==> src/rtl/cc_rep_pkg.sv <==
package cc_rep_pkg;

   localparam int LVL_W  = 2;
   localparam int NPINS  = 2;
   localparam int BYTE_W = 8;

   typedef enum logic [1:0] {
      ROLE_OPEN = 2'd0,
      ROLE_RP   = 2'd1,
      ROLE_RD   = 2'd2,
      ROLE_RA   = 2'd3
   } cc_role_e;

   // Source-side mapping: the top class has no source meaning, report open.
   function automatic logic [LVL_W-1:0] src_code(input logic [LVL_W-1:0] lvl);
      return (lvl == 2'd3) ? 2'd0 : lvl;
   endfunction

endpackage

==> src/rtl/cc_debounce.sv <==
module cc_debounce #(
   parameter int FILT_CYC = 4,
   parameter int LVL_W    = 2
) (
   input  logic             clk,
   input  logic             rst,
   input  logic             restart,
   input  logic [LVL_W-1:0] raw_i,
   output logic [LVL_W-1:0] stable_o
);
   localparam int CNT_W = $clog2(FILT_CYC);
   localparam logic [CNT_W-1:0] LIM = CNT_W'(FILT_CYC - 1);

   if (FILT_CYC < 2) begin : g_bad_filt
      $error("cc_debounce: FILT_CYC must be at least 2");
   end

   logic [LVL_W-1:0] cand_q;
   logic [LVL_W-1:0] stab_q;
   logic [CNT_W-1:0] cnt_q;

   always_ff @(posedge clk) begin
      if (rst) begin
         cand_q <= '0;
         stab_q <= '0;
         cnt_q  <= '0;
      end else if (restart) begin
         cand_q <= raw_i;
         stab_q <= '0;
         cnt_q  <= '0;
      end else if (raw_i != cand_q) begin
         cand_q <= raw_i;
         cnt_q  <= '0;
      end else if (cnt_q != LIM) begin
         cnt_q  <= cnt_q + 1'b1;
      end else begin
         stab_q <= cand_q;
      end
   end

   assign stable_o = stab_q;

   // the filtered level only moves after a full quiet window on the candidate
   a_r2_window_done: assert property (@(posedge clk) disable iff (rst)
      (stab_q != $past(stab_q)) && !$past(restart)
         |-> ($past(cnt_q) == LIM) && ($past(cand_q) == stab_q));

   // a restart returns the filtered level to open
   a_r9_restart_clears: assert property (@(posedge clk) disable iff (rst)
      restart |=> (stab_q == '0));

endmodule

==> src/rtl/cc_field_enc.sv <==
module cc_field_enc
   import cc_rep_pkg::*;
#(
   parameter int PIN_IDX = 0
) (
   input  logic [1:0]       role_i,
   input  logic [LVL_W-1:0] lvl_i,
   input  logic             drp_en,
   input  logic             conn_result,
   input  logic             searching,
   input  logic             vconn_en,
   input  logic             orient,
   output logic [LVL_W-1:0] field_o
);
   if (PIN_IDX < 0 || PIN_IDX >= NPINS) begin : g_bad_idx
      $error("cc_field_enc: PIN_IDX out of range");
   end

   logic vconn_blank;

   // The pin carrying VCONN is the one opposite the orientation.
   if (PIN_IDX == 0) begin : g_pin_a
      assign vconn_blank = vconn_en & orient;
   end else begin : g_pin_b
      assign vconn_blank = vconn_en & ~orient;
   end

   cc_role_e role;
   logic     use_sink;
   logic     role_blank;

   always_comb begin
      role       = cc_role_e'(role_i);
      role_blank = (role == ROLE_OPEN) || (role == ROLE_RA);
      use_sink   = drp_en ? conn_result : (role == ROLE_RD);
      if (searching || vconn_blank || role_blank)
         field_o = '0;
      else if (use_sink)
         field_o = lvl_i;
      else
         field_o = src_code(lvl_i);
   end

endmodule

==> src/rtl/cc_status_pack.sv <==
module cc_status_pack
   import cc_rep_pkg::*;
(
   input  logic              clk,
   input  logic              rst,
   input  logic [LVL_W-1:0]  cc1_f,
   input  logic [LVL_W-1:0]  cc2_f,
   input  logic              srch,
   input  logic              cres,
   output logic [BYTE_W-1:0] status_o,
   output logic              chg_o,
   output logic              found_o
);
   localparam int SRCH_BIT = 2 * LVL_W + 1;

   logic [BYTE_W-1:0] nxt;
   logic [BYTE_W-1:0] stat_q;
   logic              chg_q;
   logic              found_q;

   assign nxt = {2'b00, srch, cres, cc2_f, cc1_f};

   always_ff @(posedge clk) begin
      if (rst) begin
         stat_q  <= '0;
         chg_q   <= 1'b0;
         found_q <= 1'b0;
      end else begin
         stat_q  <= nxt;
         chg_q   <= (nxt != stat_q);
         found_q <= stat_q[SRCH_BIT] & ~nxt[SRCH_BIT];
      end
   end

   assign status_o = stat_q;
   assign chg_o    = chg_q;
   assign found_o  = found_q;

   // pulse means the byte moved
   a_r10_pulse_on_change: assert property (@(posedge clk) disable iff (rst)
      chg_o |-> (status_o != $past(status_o)));

   // no pulse means the byte held
   a_r10_quiet_when_held: assert property (@(posedge clk) disable iff (rst)
      !chg_o |-> $stable(status_o));

   // found pulse only on a falling search bit
   a_r11_found_on_fall: assert property (@(posedge clk) disable iff (rst)
      found_o |-> ($past(status_o[SRCH_BIT]) && !status_o[SRCH_BIT]));

endmodule

==> src/rtl/cc_state_reporter.sv <==
module cc_state_reporter
   import cc_rep_pkg::*;
#(
   parameter int FILT_CYC = 8
) (
   input  logic       clk,
   input  logic       rst,
   input  logic [1:0] cc1_role,
   input  logic [1:0] cc2_role,
   input  logic [1:0] cc1_raw,
   input  logic [1:0] cc2_raw,
   input  logic       role_wr,
   input  logic       drp_en,
   input  logic       conn_result,
   input  logic       searching,
   input  logic       vconn_en,
   input  logic       orient,
   output logic [7:0] status_o,
   output logic       status_chg,
   output logic       conn_found
);
   if (FILT_CYC < 2) begin : g_bad_filt
      $error("cc_state_reporter: FILT_CYC must be at least 2");
   end

   logic [1:0]       role_a [NPINS];
   logic [LVL_W-1:0] raw_a  [NPINS];
   logic [LVL_W-1:0] stab_a [NPINS];
   logic [LVL_W-1:0] fld_a  [NPINS];

   assign role_a[0] = cc1_role;
   assign role_a[1] = cc2_role;
   assign raw_a[0]  = cc1_raw;
   assign raw_a[1]  = cc2_raw;

   for (genvar p = 0; p < NPINS; p++) begin : g_pin
      cc_debounce #(
         .FILT_CYC (FILT_CYC),
         .LVL_W    (LVL_W)
      ) u_deb (
         .clk      (clk),
         .rst      (rst),
         .restart  (role_wr),
         .raw_i    (raw_a[p]),
         .stable_o (stab_a[p])
      );

      cc_field_enc #(
         .PIN_IDX (p)
      ) u_enc (
         .role_i      (role_a[p]),
         .lvl_i       (stab_a[p]),
         .drp_en      (drp_en),
         .conn_result (conn_result),
         .searching   (searching),
         .vconn_en    (vconn_en),
         .orient      (orient),
         .field_o     (fld_a[p])
      );
   end

   cc_status_pack u_pack (
      .clk      (clk),
      .rst      (rst),
      .cc1_f    (fld_a[0]),
      .cc2_f    (fld_a[1]),
      .srch     (searching),
      .cres     (conn_result),
      .status_o (status_o),
      .chg_o    (status_chg),
      .found_o  (conn_found)
   );

   // search blanks both codes
   a_r7_search_blank: assert property (@(posedge clk) disable iff (rst)
      $past(searching) |-> (status_o[3:0] == 4'd0));

   // VCONN pin blanked according to orientation
   a_r8_vconn_cc2: assert property (@(posedge clk) disable iff (rst)
      $past(vconn_en && !orient) |-> (status_o[3:2] == 2'd0));
   a_r8_vconn_cc1: assert property (@(posedge clk) disable iff (rst)
      $past(vconn_en && orient) |-> (status_o[1:0] == 2'd0));

   // open or Ra role on CC1 reports zero
   a_r6_passive_role: assert property (@(posedge clk) disable iff (rst)
      $past(cc1_role == 2'd0 || cc1_role == 2'd3) |-> (status_o[1:0] == 2'd0));

   // the source table never yields the reserved code
   a_r3_no_reserved: assert property (@(posedge clk) disable iff (rst)
      $past(!drp_en && cc1_role == 2'd1) |-> (status_o[1:0] != 2'd3));

   // the flag bits track their inputs one cycle later
   a_r1_flags_follow: assert property (@(posedge clk) disable iff (rst)
      (status_o[5:4] == $past({searching, conn_result})) && (status_o[7:6] == 2'd0));

endmodule

==> config.mk <==
export PLATFORM = sky130hd
export DESIGN_NAME = cc_state_reporter
export DESIGN_NICKNAME = d
export VERILOG_FILES = /design/src/rtl/cc_rep_pkg.sv /design/src/rtl/cc_debounce.sv /design/src/rtl/cc_field_enc.sv /design/src/rtl/cc_status_pack.sv /design/src/rtl/cc_state_reporter.sv
export SDC_FILE = /design/constraint.sdc
export NUM_CORES = 1
export LEC_CHECK = 0
export BUFFER_PORTS_ARGS = -buffer_cell sky130_fd_sc_hd__buf_2
export CORE_ASPECT_RATIO = 1.25
export CORE_MARGIN = 2
export CORE_UTILIZATION = 50
export DETAILED_ROUTE_END_ITERATION = 6
export GPL_TIMING_DRIVEN = 0
export PLACE_DENSITY = 0.74
export SYNTH_ARGS = -nofsm -noshare
export SYNTH_HDL_FRONTEND = slang
export SYNTH_SLANG_ARGS = --single-unit
export TNS_END_PERCENT = 100
==> constraint.sdc <==
create_clock -name clk -period 2 [get_ports clk]
set_clock_uncertainty 0.05 [all_clocks]
set_input_delay 0.1 -clock clk [delete_from_list [all_inputs] [get_ports clk]]
set_output_delay 0.1 -clock clk [all_outputs]
set_load 0.02 [all_outputs]
Word-level counts from Yosys, hierarchy flattened
Index checks and enable logic that the tools add are counted.

Register bits: 24. Bits of input ports: 16. Output and inout bits: 10. Logic and storage cells: 59.

$add $sub $neg: 2. Equality and inequality tests: 11. Multiplexer cells: 12. Bitwise operators: 9. Reduce and logical (&&, ||, !) cells: 15.

Operator list (number): two-way mux 2 bit (10); equality test 2 bit, second input constant (6); inequality test 6 x 8 -> 1 bit (1); adder 3 x 1 -> 3 bit, second input constant (2); logical OR 1 bit (6); inequality test 3 bit, second input constant (2); NOT 1 bit (6); OR reduction 3 bit (2); zero test 2 bit (2); inequality test 2 bit (2); AND reduction 2 bit (2); nonzero test 2 bit (2); AND 1 bit (3); two-way mux 1 bit (2); OR reduction 2 bit (1).

Depth between registers and ports, before layout
Depth in word-level cells: 6. Gate-level depth with buffers: 7. Depth with buffers taken out: 7.

Modules after synthesis
A second synthesis with hierarchy kept.

Cell total of the unflattened synthesis: 106. Area total of the unflattened synthesis: 1047.3 um^2.

By module, submodules not included: cc_debounce (instances 2, cells each 31, area an instance 312.8 um^2, seq. area each 140.1 um^2); cc_status_pack (instances 1, cells each 27, area an instance 292.8 um^2, seq. area each 160.2 um^2); cc_field_enc at g_pin[1].u_enc (instances 1, cells each 9, area an instance 71.3 um^2, seq. area each 0.0 um^2); cc_field_enc at g_pin[0].u_enc (instances 1, cells each 8, area an instance 57.6 um^2, seq. area each 0.0 um^2).

Worst setup path after synthesis
OpenSTA, ideal clock, no wires.

Path type: input -> register. Start: input cc1_role[0]. End: register u_pack.chg_q, in the netlist u_pack.chg_o. Setup time: 0.133 ns. Arrival: 1.248 ns. Required time: 1.817 ns. Setup slack: 0.569 ns. Cell stages on the path: 7. Path buffers: 0. Cell sequence: inv_1 -> ha_1 -> a211o_1 -> a211oi_2 -> xnor2_1 -> and3_1 -> a31oi_1.

Word-level cells in the longest chain between the ends: 5. Elaborated cells on any way between the ends: 9. Those cells by class: eq/ne (3); mux (3); reduce/logical (3).

RTL lines: start, declared (RTL line cc_state_reporter.sv:8) `input logic [1:0] cc1_role,`; equality test 2 bit, or another cell as far along (RTL line cc_field_enc.sv:35) `use_sink = drp_en ? conn_result : (role == ROLE_RD);`; two-way mux 1 bit / logical OR 1 bit (equally long branches) (RTL line cc_field_enc.sv:35, cc_field_enc.sv:34); two-way mux 2 bit / logical OR 1 bit (equally long branches) (RTL line cc_field_enc.sv:38, cc_field_enc.sv:36); two-way mux 2 bit (*) (RTL line cc_field_enc.sv:36) `if (searching || vconn_blank || role_blank)`; inequality test 6 x 8 -> 1 bit (*) (RTL line cc_status_pack.sv:30) `chg_q <= (nxt != stat_q);`; end signal, assigned (RTL line cc_status_pack.sv:30); end, declared (RTL line cc_status_pack.sv:18) `logic chg_q;`.

Mark *: on every way between the ends. The rest lies on a longest branch, timed or not. A chain may end at the register's enable or synchronous reset.

Worst setup path in the final report
Start: input searching. End: register u_pack.chg_q, in the netlist u_pack.chg_o.

Word-level cells in the longest chain between the ends: 4. Elaborated cells on any way between the ends: 7. Those cells by class: eq/ne (1); mux (2); reduce/logical (4).

RTL lines: start, declared (RTL line cc_state_reporter.sv:15) `input logic searching,`; logical OR 1 bit (2 in a row) (RTL line cc_field_enc.sv:36); two-way mux 2 bit (RTL line cc_field_enc.sv:36); inequality test 6 x 8 -> 1 bit (*) (RTL line cc_status_pack.sv:30).

Marked as above.

==> results.cfg <==
[status]
outcome = complete, no violations

[final_layout]
syn_to_final_growth_pct = 27.3
mostFrequentLayoutCells = 23 x buf_2, 22 x dfxtp_1, 14 x nor2_1, 11 x mux2i_1, 9 x nor2b_1
antennaDiodeCount = 0
nets = 166
stdcell_count = 162
final_common_cell = buf_2
design_area_um2 = 1290
drive_above_1_share = 0.211
fillers = 157

[yosys]
synth_cell_types = 23
synth_area_um2 = 1010
seq_area_frac_synth = 0.435
yosys_warnings = 0
synth_seq_cells = 22
avgSynthCellArea_um2 = 9.56
synth_ff_type = dfxtp_1
synth_edf_count = 0
synthArstFlopShare = 0
synth_cells = 106

[sta]
fin_crit_sh = 0.755
max_freq_ghz = 0.662
setup_tns_ns = 0
hold_slack_ns = 0.176
drv_slew = 0
final-setup-viol-count = 0
rsz0062_at_grt = false
timing.final.crit_period_ns = 1.51
hold_viol = 0

[grt]
grt_pass1_wl_um = 2950
track_usage = 0.165
grt_overflow = 0
antenna_found_initial = 0
grt_pass1_vias = 757
grt_start_max_net_pins = 14

[clocking]
cts.clk_slew.worst_paths_ns = 0.13
tritoncts = yes
cts_buffers = 3
cts_buffer_depth = 2
root_buffer = clkbuf_4
cts_sinks = 22
htreeDepth = 1
clkLatencyLatePin_ns = 0.31
postCtsSetupBuffers = 0

[routing]
dr.first_iter.drc_count = 13
totalWireLength_um = 1800
post_drt_via_cell_ratio = 5.10
drc_errors = 0
ant_nets = 0
post_drt_wl_per_cell_um = 11.1
vias = 826
dr.pass1.iters = 4

[power_and_ir_drop]
totalPowerFinal_mw = 0.885
p_sw_mw = 0.186
swShare = 0.210
pwr-share-clk = 0.379
cellPowerDensity_nw_per_um2 = 686
max-vdd-ir-drop_v = 0.000510
p_leak_nw = 0.618
combPwrFrac = 0.108
seq_power_share = 0.514
internal-power_mw = 0.699

[placement]
numPortBuffers = 23
place_area_um2 = 1160
place_congestion = 0.773
dp.final_hpwl_um = 1350
dp.cells = 150

[critical_path]
r2r.worst_path.cells = 5
rrSetupSlack_ns = 0.62
endpoint_kind = register
crit_type = in -> reg
cp-start-kind = input port
worstPathMaxFanout = 3
cp.arrival_ns = 1.66
cp.required_ns = 2.15

[flow_run]
drv_cap = 0

[die]
die_x_um = 44.3
io_pins = 26
std_cell_rows = 18
die_h_um = 54.3
dieArea_um2 = 2410
core_um2 = 1940
start_util = 0.523

[hold_path]
hp-class = in -> reg
hold_depth = 4
[worst max-delay path, stage by stage]
cell and delay (ns):
dlygate4sd3_1 0.53, buf_2 0.13, a211o_1 0.25, a211oi_2 0.25, xnor2_1 0.14, and3_1 0.18, a31oi_1 0.08
[sequential cells by signal, summed over array words and instances (netlist names)]
name	cells
u_pack.status_o	6
g_pin.u_deb.cnt_q	6
g_pin.u_deb.stable_o	4
g_pin.u_deb.cand_q	4
u_pack.found_o	1
u_pack.chg_o	1
[cells in the mapped netlist (2+ instances only)]
| master | instances | share of area |
|---|---|---|
| nor2_1 | 14 | 0.052 |
| buf_4 | 2 | 0.015 |
| nor2b_1 | 9 | 0.056 |
| nor3_1 | 4 | 0.020 |
| xor2_1 | 6 | 0.052 |
| ha_1 | 7 | 0.086 |
| xnor2_1 | 3 | 0.026 |
| inv_1 | 6 | 0.022 |
| nand2_1 | 7 | 0.026 |
| dfxtp_1 | 22 | 0.43 |
| mux2i_1 | 11 | 0.11 |
| a21oi_1 | 3 | 0.015 |
| a211oi_1 | 2 | 0.015 |
[power by group through the flow]
stage | logic [mW] | clock network [mW] | registers [mW]
finish | 0.0952 | 0.335 | 0.455
global route | 0.106 | 0.354 | 0.456
CTS | 0.0951 | 0.342 | 0.455
detailed placement | 0.0830 | 0 | 0.465
global placement | 0.0814 | 0 | 0.464
floorplan | 0.0439 | 0 | 0.470
[routing by layer]
| layer | wire length, µm | up-vias | global-route usage |
|---|---|---|---|
| met5 | 0 | - | 0 |
| met4 | 14 | 0 | 0.0606 |
| met3 | 101 | 2 | 0.0330 |
| met2 | 899 | 24 | 0.311 |
| met1 | 786 | 373 | 0.182 |
| li1 | - | 427 | - |
[repair_timing]
item	4_1_cts	5_1_grt
hold buffers	8	0
resized for setup	0	0
hold endpoints to repair	12	0
[worst paths after layout]
kind                                start                    endpoint
hold reg to reg   g_pin[1].u_deb.cnt_q[1]     g_pin[1].u_deb.cnt_q[1]
hold / removal                     orient          u_pack.status_o[1]
setup reg to reg  g_pin[0].u_deb.cnt_q[0]  g_pin[0].u_deb.stable_o[0]
setup / recovery                searching                u_pack.chg_o
[stage by stage]
step	setup slack [ns]	util
floorplan	0.569	-
global placement	0.389	0.598
detailed placement	0.381	0.598
CTS	0.487	0.666
global route	0.413	0.666
finish	0.490	0.666
[logic make-up (layout without fill, tap and decap cells)]
group                      after synthesis  in the layout  synth area share
AOI/OAI and AO/OA                        9              9            0.0654
xor gates and xnor gates                 9              9            0.0778
adders and majority gates                7              7            0.0864
buffers and inverters                    9             44            0.0407
DFF                                     22             22             0.435
muxes                                   11             11             0.109
other                                    1              2           0.00370
and+or+nand+nor                         38             38             0.183
[layout make-up]
class | count | area, µm² | area share
well taps | 20 | 25.0 | 0.0194
plain buffers | 3 | 18.8 | 0.0145
clock buffers | 3 | 22.5 | 0.0175
multi-input cells | 76 | 536 | 0.415
clock inverters | 1 | 30.0 | 0.0233
inverters | 6 | 22.5 | 0.0175
repair buffers | 31 | 195 | 0.151
flip-flops and latches | 22 | 440 | 0.341
Note: power is estimated with default switching activity, not from simulation.
